===== src/rtl/hostlink_pkg.sv =====
package hostlink_pkg;
  localparam int WORD_W    = 64;
  localparam int HALF_W    = 32;
  localparam int PAYLOAD_W = 48;
  localparam int EXIT_W    = PAYLOAD_W - 1;
  localparam int RESP_W    = 9;

  localparam logic [7:0] DEV_SYS  = 8'd0;
  localparam logic [7:0] DEV_CONS = 8'd1;
  localparam logic [7:0] CMD_SYS_EXIT  = 8'd0;
  localparam logic [7:0] CMD_CONS_GET  = 8'd0;
  localparam logic [7:0] CMD_CONS_PUT  = 8'd1;

  typedef enum logic [2:0] {
    ACT_EXIT,
    ACT_UNSUP,
    ACT_PUTC,
    ACT_GETREQ,
    ACT_UNKNOWN
  } mb_act_e;

  function automatic logic [7:0] mb_dev(input logic [WORD_W-1:0] w);
    return w[63:56];
  endfunction

  function automatic logic [7:0] mb_cmd(input logic [WORD_W-1:0] w);
    return w[55:48];
  endfunction

  function automatic logic [PAYLOAD_W-1:0] mb_payload(input logic [WORD_W-1:0] w);
    return w[PAYLOAD_W-1:0];
  endfunction

  // Reply keeps device/command of the source word, response in the low bits.
  function automatic logic [WORD_W-1:0] mb_reply(input logic [WORD_W-1:0] src,
                                                 input logic [RESP_W-1:0] resp);
    return {src[63:48], {(PAYLOAD_W-RESP_W){1'b0}}, resp};
  endfunction

  function automatic logic [RESP_W-1:0] mb_cons_resp(input logic [7:0] b);
    return {1'b1, b};
  endfunction
endpackage


===== src/rtl/hostlink_addr_dec.sv =====
module hostlink_addr_dec #(
  parameter int unsigned          ADDR_W       = 12,
  parameter logic [ADDR_W-1:0]    TOHOST_OFS   = '0,
  parameter logic [ADDR_W-1:0]    FROMHOST_OFS = ADDR_W'(8)
) (
  input  logic              bus_req,
  input  logic              bus_we,
  input  logic [ADDR_W-1:0] bus_addr,
  input  logic [63:0]       tohost,
  input  logic [63:0]       fromhost,
  output logic              th_lo_wr,
  output logic              th_hi_wr,
  output logic              fh_lo_wr,
  output logic              fh_hi_wr,
  output logic [31:0]       rdata
);
  localparam int NSLOT = 4;
  // slot order: to-host lo, to-host hi, from-host lo, from-host hi
  logic [NSLOT-1:0] hit;

  for (genvar g = 0; g < NSLOT; g++) begin : g_slot
    localparam logic [ADDR_W-1:0] BASE = (g < 2) ? TOHOST_OFS : FROMHOST_OFS;
    localparam logic [ADDR_W-1:0] OFS  = BASE + ADDR_W'((g % 2) * 4);
    assign hit[g] = bus_req && (bus_addr == OFS);
  end

  assign th_lo_wr = hit[0] && bus_we;
  assign th_hi_wr = hit[1] && bus_we;
  assign fh_lo_wr = hit[2] && bus_we;
  assign fh_hi_wr = hit[3] && bus_we;

  always_comb begin
    rdata = '0;
    if (hit[0])      rdata = tohost[31:0];
    else if (hit[1]) rdata = tohost[63:32];
    else if (hit[2]) rdata = fromhost[31:0];
    else if (hit[3]) rdata = fromhost[63:32];
  end
endmodule


===== src/rtl/hostlink_cmd_dec.sv =====
module hostlink_cmd_dec
  import hostlink_pkg::*;
(
  input  logic [WORD_W-1:0] word,
  output mb_act_e           act
);
  logic [7:0] dev, cmd;
  logic       exit_flag;

  assign dev       = mb_dev(word);
  assign cmd       = mb_cmd(word);
  assign exit_flag = word[0];

  always_comb begin
    act = ACT_UNKNOWN;
    if (dev == DEV_SYS && cmd == CMD_SYS_EXIT)
      act = exit_flag ? ACT_EXIT : ACT_UNSUP;
    else if (dev == DEV_CONS && cmd == CMD_CONS_PUT)
      act = ACT_PUTC;
    else if (dev == DEV_CONS && cmd == CMD_CONS_GET)
      act = ACT_GETREQ;
  end
endmodule


===== src/rtl/hostlink_mailbox.sv =====
module hostlink_mailbox
  import hostlink_pkg::*;
#(
  parameter int unsigned       ADDR_W       = 12,
  parameter logic [ADDR_W-1:0] TOHOST_OFS   = '0,
  parameter logic [ADDR_W-1:0] FROMHOST_OFS = ADDR_W'(8)
) (
  input  logic              clk,
  input  logic              rst_n,
  input  logic              bus_req,
  input  logic              bus_we,
  input  logic [ADDR_W-1:0] bus_addr,
  input  logic [31:0]       bus_wdata,
  output logic [31:0]       bus_rdata,
  output logic              cons_out_valid,
  input  logic              cons_out_ready,
  output logic [7:0]        cons_out_data,
  input  logic              cons_in_valid,
  input  logic [7:0]        cons_in_data,
  output logic              exit_valid,
  output logic [EXIT_W-1:0] exit_code
);
  logic [WORD_W-1:0] tohost_q, fromhost_q, pending_q;
  logic              allow_q, inprog_q, wait_q;
  logic              exit_valid_q;
  logic [EXIT_W-1:0] exit_code_q;

  logic th_lo_wr, th_hi_wr, fh_lo_wr, fh_hi_wr;

  hostlink_addr_dec #(
    .ADDR_W(ADDR_W), .TOHOST_OFS(TOHOST_OFS), .FROMHOST_OFS(FROMHOST_OFS)
  ) u_addr (
    .bus_req (bus_req),
    .bus_we  (bus_we),
    .bus_addr(bus_addr),
    .tohost  (tohost_q),
    .fromhost(fromhost_q),
    .th_lo_wr(th_lo_wr),
    .th_hi_wr(th_hi_wr),
    .fh_lo_wr(fh_lo_wr),
    .fh_hi_wr(fh_hi_wr),
    .rdata   (bus_rdata)
  );

  // Completed command word as seen during the high-word write.
  logic [WORD_W-1:0] word_done;
  mb_act_e           act;
  logic              cmd_go, out_fire, tohost_empty;

  assign word_done    = {tohost_q[63:32] | bus_wdata, tohost_q[31:0]};
  assign cmd_go       = th_hi_wr && allow_q && !wait_q;
  assign out_fire     = wait_q && cons_out_ready;
  assign tohost_empty = (tohost_q == '0);

  hostlink_cmd_dec u_cmd (
    .word(word_done),
    .act (act)
  );

  // Reply selection: an immediate reply and an output completion never coincide.
  logic              reply_en;
  logic [WORD_W-1:0] reply_val;

  always_comb begin
    reply_en  = 1'b0;
    reply_val = '0;
    if (cmd_go && (act == ACT_EXIT || act == ACT_UNSUP || act == ACT_UNKNOWN)) begin
      reply_en  = 1'b1;
      reply_val = mb_reply(word_done, '0);
    end else if (out_fire) begin
      reply_en  = 1'b1;
      reply_val = mb_reply(tohost_q, mb_cons_resp(tohost_q[7:0]));
    end
  end

  // To-host register, arm flag, pending request, exit request.
  always_ff @(posedge clk) begin
    if (!rst_n) begin
      tohost_q     <= '0;
      allow_q      <= 1'b0;
      wait_q       <= 1'b0;
      pending_q    <= '0;
      exit_valid_q <= 1'b0;
      exit_code_q  <= '0;
    end else begin
      exit_valid_q <= 1'b0;
      if (th_lo_wr) begin
        if (tohost_empty) begin
          tohost_q[31:0] <= bus_wdata;
          allow_q        <= 1'b1;
        end else begin
          allow_q <= 1'b0;
        end
      end
      if (cmd_go) begin
        case (act)
          ACT_EXIT: begin
            exit_valid_q <= 1'b1;
            exit_code_q  <= mb_payload(word_done)[PAYLOAD_W-1:1];
            tohost_q     <= '0;
          end
          ACT_PUTC: begin
            tohost_q <= word_done;
            wait_q   <= 1'b1;
          end
          ACT_GETREQ: begin
            pending_q <= word_done;
            tohost_q  <= '0;
          end
          default: tohost_q <= '0;
        endcase
      end
      if (out_fire) begin
        wait_q   <= 1'b0;
        tohost_q <= '0;
      end
    end
  end

  // From-host register: bus write, then command reply, then console input.
  always_ff @(posedge clk) begin
    if (!rst_n) begin
      fromhost_q <= '0;
      inprog_q   <= 1'b0;
    end else if (fh_lo_wr) begin
      fromhost_q <= {{HALF_W{1'b0}}, bus_wdata};
      inprog_q   <= 1'b1;
    end else if (fh_hi_wr) begin
      fromhost_q[63:32] <= fromhost_q[63:32] | bus_wdata;
      inprog_q          <= 1'b0;
    end else if (reply_en) begin
      fromhost_q <= reply_val;
    end else if (cons_in_valid) begin
      fromhost_q <= mb_reply(pending_q, mb_cons_resp(cons_in_data));
    end
  end

  assign cons_out_valid = wait_q;
  assign cons_out_data  = tohost_q[7:0];
  assign exit_valid     = exit_valid_q;
  assign exit_code      = exit_code_q;
endmodule


===== config.mk =====
export PLATFORM = sky130hd
export DESIGN_NAME = hostlink_mailbox
export DESIGN_NICKNAME = d
export VERILOG_FILES = /design/src/rtl/hostlink_pkg.sv /design/src/rtl/hostlink_addr_dec.sv /design/src/rtl/hostlink_cmd_dec.sv /design/src/rtl/hostlink_mailbox.sv
export SDC_FILE = /design/constraint.sdc
export NUM_CORES = 1
export LEC_CHECK = 0
export BUFFER_PORTS_ARGS = -buffer_cell sky130_fd_sc_hd__buf_2
export CAP_MARGIN = 20
export CELL_PAD_IN_SITES_DETAIL_PLACEMENT = 0
export CELL_PAD_IN_SITES_GLOBAL_PLACEMENT = 1
export CORE_ASPECT_RATIO = 0.5
export CORE_MARGIN = 2
export CORE_UTILIZATION = 35
export DETAILED_ROUTE_END_ITERATION = 8
export GPL_TIMING_DRIVEN = 1
export PLACE_DENSITY = 0.77
export SYNTH_ARGS = -nofsm -noshare
export SYNTH_HDL_FRONTEND = slang
export SYNTH_SLANG_ARGS = --single-unit

===== constraint.sdc =====
create_clock -name clk -period 7.15 [get_ports clk]
set_clock_uncertainty 0.05 [all_clocks]
set_input_delay 1.43 -clock clk [delete_from_list [all_inputs] [get_ports clk]]
set_output_delay 1.43 -clock clk [all_outputs]
set_load 0.03 [all_outputs]

==> results.md <==
* Die Area at 0.02538 mm2
* Vias at 8,449
* PwrDens at 229.3 mW/mm2
* Final WL at 31.23 mm
* DRT iter0 DRCs at 920
* Hold Crit Class: reg -> reg
* Grt total ovfl at 0
* First-pass GRT wire length at 47.96 mm
* FMAX at 177.3 MHz
* Avg Cell Area, Syn at 8.580 um2
* GRT Overall Usage at 0.2467
* RSZ-0062 raised after global routing: false
* Port bufs at 146
* Starting Density at 0.3533
* 1st-pass router iterations at 6
* I/O pins at 147
* WP data arrival at 4.16 ns
* Core box area at 0.02382 mm2
* Clk sinks at 194
* Reg-to-Reg Start: tohost_q[59]
* Worst setup path start: bus_addr[9]
* CTS-repair resized insts at 0
* Setup bufs post-CTS at 0
* Largest net degree at the start of global routing at 61
* Static Leakage at 3.854 nW
* Die X at 223.3 um
* Cells after DPL at 1,369
* Synth Flop Type: dfxtp_1
* Register area at 0.003884 mm2
* Synth-to-layout area growth at 18.66%
* TritonCTS clock tree: built
* Number of synthesized flops with an enable pin at 0
* Fill cells at 2,372
* Layout cells sized above 1 at 0.2052
* Slew @ Worst Pin at 1.096 ns
* Min-delay src: pending_q[57]
* Synth async-reset ratio at 0
* Number of max-cap violations at 0
* DR WL/cell at 22.27 um
* Mapped cell area at 0.008417 mm2
* Min Tclk post-route at 5.639 ns
* Placer congestion estimate at 0.9237
* CTS Root Cell: clkbuf_16
* Post-synthesis sequential area ratio at 0.4614
* Worst path required time at 5.67 ns
* FP Rows at 40
* Classification of the worst setup path: in -> out
* Peak VDD IR at 0.1664 mV
* Nets at 1,132
* Setup tns final at 0 ns
* Final HPWL DP at 21.47 mm
* Endpoints failing hold at 0
* Worst Setup Start Kind: primary input
* Period utilisation layout at 0.7886
* Clock transition at the registers of the reported paths at 0.06 ns
* CTS Hold Bufs at 0
* Mapped Cells at 981
* Pins Over Slew Limit at 0
* Non-filler cells, final at 1,402
* Die H at 113.7 um
* Vias/cell at 6.026
* Distinct cell type count after synthesis at 49
* Synthesized flop and latch total at 194
* Antenna Violating Nets Remaining at 0
* Multi-input gate area at 0.004126 mm2
* CP max FO at 21
* Worst setup EP type: output pin
* Vias in the first global route at 8,159
* Remaining DRCs at 0
* # setup viols final at 0
* Initial antenna violation count at 0
* Ys Warns at 0
* Status: finished clean
* Ant diodes at 0
* Net Count, Synth at 1,039
* Clock buffer depth at 2
* Worst-Skew Late Latency at 0.44 ns
* Slew HR at 0.2693
* CTS H-Tree Depth at 4
* Total CTS buffers at 17
==> Yosys cell counts (4+ instances only) <==
cell type  instances  share of area
nor3_1            22          0.013
nand2_1           70          0.031
a21oi_1          134          0.080
nor2_1            72          0.032
nor4_1            40          0.030
buf_4              8         0.0071
dfxtp_1          194           0.46
mux2_2            13          0.017
a22oi_1           32          0.029
or3_1              4         0.0030
and2_1            32          0.024
a221oi_1          11          0.011
o22ai_1           13         0.0097
clkbuf_1          74          0.033
or4_1              4         0.0036
and3_1             4         0.0030
mux2i_1           10          0.012
o21ai_0           55          0.033
o21a_1             5         0.0045
a22o_1            65          0.068
nand3_1           34          0.020
buf_2              6         0.0036
a21o_1            21          0.019
nand4_1           18          0.013
==> final cells by class <==
class                      instances  share of cell area
multi-input combinational        691              0.4132
inverter                           2           0.0007517
sequential                       194              0.3889
timing repair buffer             168             0.09045
clock inverter                    13             0.02293
clock buffer                      19             0.04435
tap                              315             0.03946
==> where the power goes <==
group | switching [mW] | internal, mW | leakage (nW)
Sequential | 0.00217 | 1.08 | 1.56
Combinational | 0.0800 | 0.0305 | 1.96
Clock | 0.428 | 0.666 | 0.328
==> per-stage QoR <==
stage / setup slack (ns) / utilization / power [mW] / area [um2] / hold WS [ns]
3_3_place_gp: 1.661 / 0.3901 / 1.217 / 9293 / 0.3918
3_5_place_dp: 1.631 / 0.3904 / 1.219 / 9300 / 0.3940
5_1_grt: 1.368 / 0.4192 / 2.351 / 9987 / 0.4329
2_1_floorplan: 2.056 / - / 1.161 / 8417 / 0.3795
4_1_cts: 1.623 / 0.4186 / 2.299 / 9972 / 0.4147
6_report: 1.511 / 0.4192 / 2.290 / 9987 / 0.4119
==> registers in the layout (all words and copies together), names as in the netlist <==
signal,cells
exit_code,47
tohost_q,64
allow_q,1
pending_q,16
cons_out_valid,1
fromhost_q,64
exit_valid,1
==> critical path, stage by stage <==
cell and delay [ns]:
buf_2 0.11, nor4_1 0.83, and4_1 0.32, and2_1 0.84
a22oi_1 0.15, a21oi_1 0.24, buf_2 0.23
==> layer usage <==
metal / routed length, um / vias to the layer above / part of all wire / global-route usage
met4: 954 / 0 / 0.031 / 0.1080
li1: - / 3808 / - / -
met1: 13560 / 4165 / 0.43 / 0.3311
met2: 14190 / 412 / 0.45 / 0.3858
met3: 2528 / 64 / 0.081 / 0.05307
met5: 0 / - / 0 / 0
==> path summary, 6_finish.rpt <==
| check | end | slack (ns) | depth (start not counted) |
|---|---|---|---|
| max | bus_rdata[13] | 1.51 | 7 |
| min | pending_q[57] | 0.41 | 1 |
| max reg2reg | tohost_q[13] | 3.76 | 6 |
| min reg2reg | pending_q[57] | 0.41 | 1 |
==> cell usage in the layout (no fill, tap or decap), drive strengths merged, types with 18 or more instances in the layout <==
cell type    n
nor2        72
clkbuf      19
nand4       18
a21o        21
nor3        23
nand2       70
nor4        40
buf        168
and2        32
dfxtp      194
a21oi      134
a22o        65
a22oi       32
nand3       34
o21ai       55
==> kinds of logic after synthesis <==
family,after synthesis,share of synthesized area
AOI/OAI and AO/OA,345,0.2619
and+or+nand+nor,323,0.1974
muxes,23,0.02929
DFF,194,0.4614
buffers and inverters,96,0.04995
No activity file was read; power rests on OpenSTA's default activity.
